==> src/rtl/i2cst_pkg.sv <==
package i2cst_pkg;
    localparam int NFLAG = 11;

    localparam int F_ARB   = 0;
    localparam int F_NKRX  = 1;
    localparam int F_ACC   = 2;
    localparam int F_RXRDY = 3;
    localparam int F_TXRDY = 4;
    localparam int F_STOP  = 5;
    localparam int F_SLV   = 6;
    localparam int F_TXEMP = 7;
    localparam int F_OVR   = 8;
    localparam int F_BUSY  = 9;
    localparam int F_NKTX  = 10;

    // flags software may clear by writing one
    localparam logic [NFLAG-1:0] W1C_MASK = 11'h67F;
    // values after system reset
    localparam logic [NFLAG-1:0] RST_VAL  = 11'h090;

    typedef struct packed {
        logic set;
        logic clr;
        logic load;
        logic load_val;
    } flag_ctl_t;
endpackage

==> src/rtl/i2cst_flag_cell.sv <==
module i2cst_flag_cell
    import i2cst_pkg::*;
#(
    parameter logic RESET_BIT = 1'b0
) (
    input  logic      clk,
    input  logic      rst_n,
    input  flag_ctl_t ctl_i,
    output logic      q_o
);
    logic q_d, q_q;

    always_comb begin
        q_d = q_q;
        if (ctl_i.load)      q_d = ctl_i.load_val;
        else if (ctl_i.set)  q_d = 1'b1;
        else if (ctl_i.clr)  q_d = 1'b0;
    end

    always_ff @(posedge clk or negedge rst_n) begin
        if (!rst_n) q_q <= RESET_BIT;
        else        q_q <= q_d;
    end

    assign q_o = q_q;


    set_wins_chk: assert property (@(posedge clk) disable iff (!rst_n)
        (ctl_i.set && !ctl_i.load) |=> q_o);


    load_chk: assert property (@(posedge clk) disable iff (!rst_n)
        ctl_i.load |=> (q_o == $past(ctl_i.load_val)));
endmodule

==> src/rtl/i2cst_bus_if.sv <==
module i2cst_bus_if #(
    parameter int NFLAG     = 11,
    parameter int DATA_W    = 16,
    parameter int ADDR_W    = 4,
    parameter int STAT_ADDR = 0,
    parameter int MASK_ADDR = 1
) (
    input  logic              clk,
    input  logic              rst_n,
    input  logic [ADDR_W-1:0] addr_i,
    input  logic              wr_i,
    input  logic [DATA_W-1:0] wdata_i,
    input  logic              rd_i,
    input  logic [NFLAG-1:0]  flags_i,
    output logic [NFLAG-1:0]  w1c_o,
    output logic [NFLAG-1:0]  mask_o,
    output logic [DATA_W-1:0] rdata_o
);
    localparam logic [ADDR_W-1:0] A_STAT = ADDR_W'(STAT_ADDR);
    localparam logic [ADDR_W-1:0] A_MASK = ADDR_W'(MASK_ADDR);

    typedef struct packed {
        logic [NFLAG-1:0]  mask;
        logic [DATA_W-1:0] rdata;
    } bus_st_t;

    bus_st_t st_d, st_q;
    logic hit_stat, hit_mask;

    always_comb begin
        hit_stat = (addr_i == A_STAT);
        hit_mask = (addr_i == A_MASK);
        st_d     = st_q;
        w1c_o    = (wr_i && hit_stat) ? wdata_i[NFLAG-1:0] : '0;
        if (wr_i && hit_mask) st_d.mask = wdata_i[NFLAG-1:0];
        if (rd_i) begin
            st_d.rdata = '0;
            if (hit_stat)      st_d.rdata[NFLAG-1:0] = flags_i;
            else if (hit_mask) st_d.rdata[NFLAG-1:0] = st_q.mask;
        end
    end

    always_ff @(posedge clk or negedge rst_n) begin
        if (!rst_n) st_q <= '0;
        else        st_q <= st_d;
    end

    assign mask_o  = st_q.mask;
    assign rdata_o = st_q.rdata;


    reserved_zero_chk: assert property (@(posedge clk) disable iff (!rst_n)
        rdata_o[DATA_W-1:NFLAG] == '0);


    rd_hold_chk: assert property (@(posedge clk) disable iff (!rst_n)
        !rd_i |=> $stable(rdata_o));
endmodule

==> src/rtl/i2cst_irq_gate.sv <==
module i2cst_irq_gate #(
    parameter int NFLAG = 11
) (
    input  logic             clk,
    input  logic             rst_n,
    input  logic [NFLAG-1:0] flags_i,
    input  logic [NFLAG-1:0] mask_i,
    output logic             irq_o
);
    logic irq_d, irq_q;

    always_comb irq_d = |(flags_i & mask_i);

    always_ff @(posedge clk or negedge rst_n) begin
        if (!rst_n) irq_q <= 1'b0;
        else        irq_q <= irq_d;
    end

    assign irq_o = irq_q;


    irq_quiet_chk: assert property (@(posedge clk) disable iff (!rst_n)
        ((flags_i & mask_i) == '0) |=> !irq_o);


    irq_fire_chk: assert property (@(posedge clk) disable iff (!rst_n)
        ((flags_i & mask_i) != '0) |=> irq_o);
endmodule

==> src/rtl/i2c_stat_irq.sv <==
module i2c_stat_irq
    import i2cst_pkg::*;
#(
    parameter int DATA_W    = 16,
    parameter int ADDR_W    = 4,
    parameter int STAT_ADDR = 0,
    parameter int MASK_ADDR = 1
) (
    input  logic              clk,
    input  logic              rst_n,
    input  logic              mod_rst,
    input  logic              loopback,
    input  logic              scl_in,
    input  logic              ev_arb_lost,
    input  logic              ev_nack_rx,
    input  logic              ev_acc_rdy,
    input  logic              ev_rx_rdy,
    input  logic              ev_tx_rdy,
    input  logic              ev_stop,
    input  logic              ev_start,
    input  logic              ev_slv_tx,
    input  logic              ev_tx_undr,
    input  logic              ev_rx_ovr,
    input  logic              ev_nack_tx,
    input  logic              tx_wr,
    input  logic              rx_rd,
    input  logic [ADDR_W-1:0] bus_addr,
    input  logic              bus_wr,
    input  logic [DATA_W-1:0] bus_wdata,
    input  logic              bus_rd,
    output logic [DATA_W-1:0] bus_rdata,
    output logic              irq
);
    logic [NFLAG-1:0] flags, w1c, mask;
    logic [NFLAG-1:0] set_v;
    flag_ctl_t        ctl [NFLAG];

    always_comb begin
        set_v          = '0;
        set_v[F_ARB]   = ev_arb_lost;
        set_v[F_NKRX]  = ev_nack_rx;
        set_v[F_ACC]   = ev_acc_rdy;
        set_v[F_RXRDY] = ev_rx_rdy;
        set_v[F_TXRDY] = ev_tx_rdy;
        set_v[F_STOP]  = ev_stop;
        set_v[F_SLV]   = ev_slv_tx;
        set_v[F_TXEMP] = ev_tx_undr;
        set_v[F_OVR]   = ev_rx_ovr;
        set_v[F_BUSY]  = ev_start;
        set_v[F_NKTX]  = ev_nack_tx;

        for (int i = 0; i < NFLAG; i++) begin
            ctl[i].set      = set_v[i];
            ctl[i].clr      = w1c[i] & W1C_MASK[i];
            ctl[i].load     = mod_rst;
            ctl[i].load_val = RST_VAL[i];
        end

        ctl[F_SLV].clr       = ctl[F_SLV].clr | ev_start | ev_stop;
        ctl[F_SLV].load      = mod_rst | loopback;
        ctl[F_SLV].load_val  = 1'b0;

        ctl[F_BUSY].clr      = ctl[F_BUSY].clr | ev_stop;
        ctl[F_BUSY].load_val = ~scl_in;

        ctl[F_OVR].clr       = rx_rd;
        ctl[F_TXEMP].clr     = tx_wr;
    end

    for (genvar g = 0; g < NFLAG; g++) begin : g_flag
        i2cst_flag_cell #(.RESET_BIT(RST_VAL[g])) u_cell (
            .clk   (clk),
            .rst_n (rst_n),
            .ctl_i (ctl[g]),
            .q_o   (flags[g])
        );
    end

    i2cst_bus_if #(
        .NFLAG(NFLAG), .DATA_W(DATA_W), .ADDR_W(ADDR_W),
        .STAT_ADDR(STAT_ADDR), .MASK_ADDR(MASK_ADDR)
    ) u_bus (
        .clk     (clk),
        .rst_n   (rst_n),
        .addr_i  (bus_addr),
        .wr_i    (bus_wr),
        .wdata_i (bus_wdata),
        .rd_i    (bus_rd),
        .flags_i (flags),
        .w1c_o   (w1c),
        .mask_o  (mask),
        .rdata_o (bus_rdata)
    );

    i2cst_irq_gate #(.NFLAG(NFLAG)) u_irq (
        .clk     (clk),
        .rst_n   (rst_n),
        .flags_i (flags),
        .mask_i  (mask),
        .irq_o   (irq)
    );


    loop_force_chk: assert property (@(posedge clk) disable iff (!rst_n)
        loopback |=> !flags[F_SLV]);


    nack_sent_chk: assert property (@(posedge clk) disable iff (!rst_n)
        (ev_nack_tx && !mod_rst) |=> flags[F_NKTX]);


    busy_in_reset_chk: assert property (@(posedge clk) disable iff (!rst_n)
        (mod_rst && !scl_in) |=> flags[F_BUSY]);


    ovr_clear_chk: assert property (@(posedge clk) disable iff (!rst_n)
        (rx_rd && !ev_rx_ovr) |=> !flags[F_OVR]);


    txemp_set_chk: assert property (@(posedge clk) disable iff (!rst_n)
        ev_tx_undr |=> flags[F_TXEMP]);
endmodule

==> config.mk <==
export PLATFORM = sky130hd
export DESIGN_NAME = i2c_stat_irq
export DESIGN_NICKNAME = d
export VERILOG_FILES = /design/src/rtl/i2cst_pkg.sv /design/src/rtl/i2cst_flag_cell.sv /design/src/rtl/i2cst_bus_if.sv /design/src/rtl/i2cst_irq_gate.sv /design/src/rtl/i2c_stat_irq.sv
export SDC_FILE = /design/constraint.sdc
export NUM_CORES = 1
export LEC_CHECK = 0
export CORE_ASPECT_RATIO = 0.9
export CORE_MARGIN = 4
export CORE_UTILIZATION = 40
export CTS_BUF_LIST = sky130_fd_sc_hd__clkbuf_2 sky130_fd_sc_hd__clkbuf_4 sky130_fd_sc_hd__clkbuf_8
export CTS_CLUSTER_SIZE = 8
export DETAILED_ROUTE_END_ITERATION = 16
export GPL_TIMING_DRIVEN = 0
export HOLD_SLACK_MARGIN = 0.03
export PLACE_DENSITY = 0.73
export SLEW_MARGIN = 0
export SYNTH_ARGS = -nofsm -noshare
export SYNTH_HDL_FRONTEND = slang
export SYNTH_SLANG_ARGS = --single-unit
==> constraint.sdc <==
create_clock -name clk -period 2.55 [get_ports clk]
set_input_delay 0.255 -clock clk [delete_from_list [all_inputs] [get_ports clk]]
set_output_delay 0.255 -clock clk [all_outputs]
set_load 0.01 [all_outputs]
==> results.tsv, run 1 <==
stage	metric	value	unit
timing	Worst slew margin	51.1	%
timing	post-route setup TNS	0	ps
synth	Synth Instances	141	
cts	Worst-path clk slew	70	ps
pwr	register share of total power	50.3	%
pwr	total net switching power	0.000318	W
cells_and_area	fin nets	238	
route	1st-iter DRT viols	91	
cells_and_area	most common cell after layout, fill and taps aside	clkdlybuf4s50_1	
worst_hold_path	Hold Path Class	input port to asynchronous set/reset pin	
cts	Root Buffer	clkbuf_8	
synth	register bit total from synthesis	34	
synth	Synth cell types	30	
pwr	share of power burned in the clock network	33.5	%
synth	sequential fraction of the synthesis area	55.8	%
synth	top post-synthesis cells by area	dfrtp_1 52%, mux2_2 6.6%, a22oi_1 6.4%	
cts	clk buf depth	2	
die	Top Ports	57	
synth	Avg Inst Size Synth	10.8	um^2
timing	final hold vios	0	
timing	Worst-Margin Slew	734	ps
timing	Clock Skew	8.95	ps
cts	Clock Sinks	34	
cells_and_area	Syn-to-layout area delta	40.9	%
timing	RSZ-0062 raised after global routing	no	
route	Antenna Nets Post-Route	0	
worst_setup_path	WP buf/inv	2	
cts	Worst-Skew Late Latency	290	ps
global_routing	grt ovf	0	
worst_setup_path	Worst Path Max Fanout	10	
job	max_cap viols	0	
worst_setup_path	Critical Path AT	1760	ps
place	DP HPWL	2.63	mm
cts	TritonCTS Buffers	5	
pwr	Leak Pwr	0.913	nW
die	Starting Density	41.3	%
worst_setup_path	CP peak stage delay	490	ps
die	FP Rows	21	
global_routing	first-pass GRT wire length	5.75	mm
timing	final setup vio count	0	
worst_setup_path	critical path type	input port to flop	
worst_setup_path	Req. time, crit path	2750	ps
worst_setup_path	CP cell instances	clkdlybuf4s50_1, nor3_4, and2b_2, buf_4, a22oi_1, o21ai_0	
route	First-pass DRT Iterations	4	
route	drt drc	0	
synth	largest area contributor in the netlist	dfrtp_1	
route	Via Count	1239	
die	core area	3700	um^2
cts	TritonCTS clock tree	yes	
pwr	Combinational Power Share	16.2	%
pwr	sw frac	24.7	%
cells_and_area	fraction of layout cells with a size suffix above 1	17.6	%
worst_setup_path	Worst Setup End Kind	flop	
worst_setup_path	kind of start point of the critical path	input port	
pwr	Pwr Density	598	nW/um^2
timing	min cycle time layout	1570	ps
die	die width	73.2	um
pwr	total power	0.00129	W
worst_setup_path	CP max-delay cell	clkdlybuf4s50_1	
worst_setup_path	flop-to-flop setup slack	1250	ps
synth	synthesis warning total	0	
cts	H-tree Lvls	2	
timing	maximum clock rate	0.639	GHz
cts	# hold bufs at CTS	0	
global_routing	Overall Global Routing Usage	15.9	%
route	routed vias/inst	5.06	
pwr	worst vdd ir	0.332	mV
worst_setup_path	largest delay contributor family on the critical path	buffers and inverters	
global_routing	vias in the first global route	1263	
cts	setup bufs post-CTS	0	
die	total die area	4880	um^2
place	gp weighted congestion	0.770	
pwr	Int Power	0.000971	W
outcome	status	completed	
cells_and_area	post-route core utilization	58.2	%
die	Die Y	66.7	um
cts	Post-CTS Resized	0	
route	wirelength, routed	3.65	mm
cells_and_area	most frequent cells in the layout	45 x clkdlybuf4s50_1, 32 x dfrtp_1, 13 x a22oi_1, 13 x nor2_1, 13 x inv_1	
place	Port-buffer cells	46	
global_routing	initial antenna violation count	0	
timing	fin crit share	61.4	%
global_routing	pin count of the biggest net entering global routing	35	
route	WL per Instance	14.9	um
synth	Synth top area share	52.4	%
cells_and_area	antenna fix cells	0	
synth	cell area after synthesis	1530	um^2
timing	fin. max-slew vios	0	
## power groups by stage
stage,sequential [W],combinational (W),clock (W)
floorplan,0.000650,0.0000943,0
global placement,0.000653,0.000204,0
detailed placement,0.000657,0.000209,0
CTS,0.000647,0.000211,0.000439
global route,0.000655,0.000227,0.000471
finish,0.000648,0.000209,0.000432
## synth_stat cells (all sizes together)
| master | number |
|---|---|
| o21a | 1 |
| a22o | 1 |
| nand2b | 1 |
| mux2 | 11 |
| buf | 9 |
| a222oi | 1 |
| and2 | 1 |
| clkbuf | 2 |
| a21oi | 9 |
| and2b | 1 |
| a221oi | 1 |
| o21ai | 12 |
| nand2 | 4 |
| nor2b | 1 |
| nand3 | 7 |
| nor4b | 1 |
| inv | 13 |
| nor2 | 13 |
| and3 | 1 |
| dfstp | 2 |
| conb | 1 |
| a31o | 1 |
| nor3 | 1 |
| a22oi | 13 |
| dfrtp | 32 |
| a211o | 1 |
## stage by stage
stage	setup slack, ps	hold slack, ps	instances	instance area (um^2)
floorplan	1350	-40.6	145	1540
global placement	572	477	237	2060
detailed placement	738	361	237	2060
CTS	1020	48.4	245	2150
global route	966	81.0	245	2150
finish	985	26.3	245	2150
## per-layer routing
metal / vias to the layer above / global-route usage, % / part of all wire, %
li1: 597 / - / -
met1: 592 / 18.1 / 39
met2: 48 / 26.9 / 54
met3: 2 / 5.43 / 6.7
met4: 0 / 6.45 / 0.77
met5: - / 0 / 0
## layout make-up
class	instances	area, um^2
Fill cell	317	1550
Sequential cell	34	853
Multi-Input combinational cell	87	569
Timing Repair Buffer	46	455
Clock buffer	8	97.6
Buffer	11	72.6
Tap cell	46	57.6
Inverter	13	48.8
## worst paths after layout
check	to	cells after the start	from
worst max-delay path	u_bus.rdata_o[9]$_DFFE_PN0P_	6	bus_addr[0]
worst min-delay path	u_irq.irq_o$_DFF_PN0_	1	rst_n
worst max register to register	u_irq.irq_o$_DFF_PN0_	4	g_flag[10].u_cell.q_o$_DFFE_PN0P_
worst min register to register	g_flag[7].u_cell.q_o$_DFFE_PN1P_	2	g_flag[7].u_cell.q_o$_DFFE_PN1P_
max in group asynchronous	u_bus.rdata_o[7]$_DFFE_PN0P_	1	rst_n
min in group clk	g_flag[7].u_cell.q_o$_DFFE_PN1P_	2	g_flag[7].u_cell.q_o$_DFFE_PN1P_
## cell families after synthesis
logic type | share of synthesized area (%)
mux | 8.10
flops | 55.8
simple gates | 11.2
other cells | 0.245
compound gates | 16.7
buf+inv | 7.94
## registers in the layout, summed over array words and instances (netlist names)
| name | count |
|---|---|
| u_bus.rdata_o | 11 |
| u_irq.irq_o | 1 |
| g_flag.u_cell.q_o | 11 |
| u_bus.mask_o | 11 |
No activity file was read; power rests on OpenSTA's default activity.
==> run 2, diff against run 1 <==
==> constraint.sdc (replaced) <==
create_clock -name clk -period 1.55 [get_ports clk]
set_input_delay 0.155 -clock clk [delete_from_list [all_inputs] [get_ports clk]]
set_output_delay 0.155 -clock clk [all_outputs]
set_load 0.01 [all_outputs]
==> results.tsv, run 2 (synthesis gave the netlist of run 1 again) <==
stage	metric	value	unit	change
outcome	status	completed		
cts	H-tree Lvls	2		unchanged
timing	fin crit share	94.5	%	
timing	min cycle time layout	1470	ps	
pwr	Combinational Power Share	16.3	%	about the same
place	Port-buffer cells	46		unchanged
cts	# hold bufs at CTS	1		+1
cells_and_area	fin nets	239		+0.42%
pwr	Leak Pwr	0.917	nW	+0.46%
die	Top Ports	57		unchanged
cells_and_area	fin area	2160	um^2	+0.46%
worst_setup_path	Worst Setup End Kind	flop		
global_routing	Overall Global Routing Usage	15.9	%	+0.032 points
cells_and_area	antenna fix cells	0		unchanged
global_routing	initial antenna violation count	0		unchanged
worst_hold_path	Hold Startpoint	tx_wr		
worst_setup_path	critical path type	input port to flop		
global_routing	grt ovf	0		unchanged
worst_setup_path	kind of start point of the critical path	input port		
die	Die Y	66.7	um	unchanged
pwr	sw frac	24.6	%	about the same
route	Antenna Nets Post-Route	0		unchanged
die	die width	73.2	um	unchanged
cells_and_area	most frequent cells in the layout	45 x clkdlybuf4s50_1, 32 x dfrtp_1, 13 x a22oi_1, 13 x nor2_1, 13 x inv_1		
worst_setup_path	CP peak stage delay	490	ps	about the same
pwr	total net switching power	0.000523	W	+65%
timing	Clock Skew	8.94	ps	-0.00811 ps
cts	TritonCTS clock tree	yes		
timing	maximum clock rate	0.682	GHz	
pwr	Int Power	0.00160	W	+65%
worst_setup_path	critical path capture point	u_bus.rdata_o[9]$_DFFE_PN0P_		
die	total die area	4880	um^2	unchanged
route	drt drc	0		unchanged
pwr	share of power burned in the clock network	33.5	%	about the same
timing	final hold vios	0		unchanged
route	routed vias/inst	5.05		-0.17%
global_routing	first-pass GRT wire length	5.76	mm	+0.24%
route	WL per Instance	14.9	um	-0.19%
timing	RSZ-0062 raised after global routing	no		
route	Via Count	1242		+0.24%
worst_setup_path	CP max-delay cell	clkdlybuf4s50_1		
die	core area	3700	um^2	unchanged
worst_setup_path	Worst Path Max Fanout	10		unchanged
worst_setup_path	WP buf/inv	2		unchanged
worst_hold_path	Hold Path Class	input port to flop		
worst_setup_path	WP depth	6		unchanged
timing	Worst-Margin Slew	735	ps	+0.925 ps
place	pre-CTS setup slack	-162	ps	-900 ps
job	max_cap viols	0		unchanged
worst_setup_path	flop-to-flop setup slack	250	ps	-1000 ps
route	First-pass DRT Iterations	4		unchanged
timing	Worst slew margin	51.0	%	-0.062 points
route	1st-iter DRT viols	86		-5.5%
cts	setup bufs post-CTS	0		unchanged
worst_setup_path	critical path launch point	bus_addr[0]		
place	dpl cell area	2060	um^2	unchanged
cts	Worst-path clk slew	70	ps	about the same
route	wirelength, routed	3.66	mm	+0.22%
cells_and_area	fraction of layout cells with a size suffix above 1	17.5	%	-0.088 points
worst_setup_path	Req. time, crit path	1750	ps	-1000 ps
cts	Clock Sinks	34		unchanged
timing	fin. max-slew vios	0		unchanged
place	DP HPWL	2.63	mm	unchanged
worst_setup_path	CP cell instances	clkdlybuf4s50_1, nor3_4, and2b_2, buf_4, a22oi_1, o21ai_0		
worst_setup_path	FF-to-FF Start	g_flag[10].u_cell.q_o$_DFFE_PN0P_		
timing	worst setup margin	84.5	ps	-900 ps
worst_setup_path	Critical Path AT	1660	ps	-100 ps
pwr	Pwr Density	980	nW/um^2	+64%
worst_setup_path	r2r worst-path depth	4		unchanged
cts	Worst-Skew Late Latency	290	ps	about the same
worst_setup_path	FF-to-FF End	u_irq.irq_o$_DFF_PN0_		
cells_and_area	most common cell after layout, fill and taps aside	clkdlybuf4s50_1		
cts	TritonCTS Buffers	5		unchanged
cts	Root Buffer	clkbuf_8		
global_routing	vias in the first global route	1266		+0.24%
place	gp weighted congestion	0.770		unchanged
worst_setup_path	largest delay contributor family on the critical path	buffers and inverters		
cts	Post-CTS Resized	0		unchanged
die	FP Rows	21		unchanged
cells_and_area	Syn-to-layout area delta	41.6	%	
cts	clk buf depth	2		unchanged
pwr	worst vdd ir	0.546	mV	+65%
pwr	register share of total power	50.3	%	about the same
global_routing	pin count of the biggest net entering global routing	35		unchanged
die	Starting Density	41.3	%	unchanged
timing	final setup vio count	0		unchanged
cells_and_area	post-route core utilization	58.4	%	+0.27 points
==> run 2: how the worst min path moves through the flow <==
stage,endpoint,cells past startpoint,slack (ps)
global placement,g_flag[7].u_cell.q_o$_DFFE_PN1P_,2,480
detailed placement,u_bus.mask_o[4]$_DFFE_PN0P_,1,260
CTS,g_flag[7].u_cell.q_o$_DFFE_PN1P_,2,400
global route,g_flag[7].u_cell.q_o$_DFFE_PN1P_,2,420
floorplan,g_flag[0].u_cell.q_o$_DFFE_PN0P_,0,-140
finish,g_flag[7].u_cell.q_o$_DFFE_PN1P_,2,400
==> run 2: per-stage QoR <==
step | std cells | TNS [ps] | hold slack (ps) | total power (W)
2_1_floorplan | 145 | 0 | -141 | 0.00122
3_3_place_gp | 237 | -12290 | 477 | 0.00141
3_5_place_dp | 237 | -2550 | 261 | 0.00143
4_1_cts | 246 | 0 | 396 | 0.00214
5_1_grt | 246 | 0 | 419 | 0.00223
6_report | 246 | 0 | 403 | 0.00212
==> run 2: power groups by stage <==
stage	Combinational (W)	Clock, W	Sequential, W
2_1_floorplan	0.000155	0	0.00107
3_3_place_gp	0.000336	0	0.00107
3_5_place_dp	0.000344	0	0.00108
4_1_cts	0.000349	0.000722	0.00107
5_1_grt	0.000376	0.000774	0.00108
6_report	0.000345	0.000710	0.00107
==> run 2: final cells by class <==
type / instances / area [um^2]
clock buffer: 8 / 97.6
inverter: 13 / 48.8
buffer: 11 / 72.6
multi-input combinational: 87 / 569
fill: 316 / 1540
timing repair buffer: 47 / 465
sequential: 34 / 853
tap: 46 / 57.6
==> run 2: metal layers <==
metal | track usage [%] | up-vias | wire (um)
li1 | - | 598 | -
met1 | 18.2 | 594 | 1420
met2 | 26.9 | 48 | 1960
met3 | 5.43 | 2 | 245
met4 | 6.45 | 0 | 28
met5 | 0 | - | 0
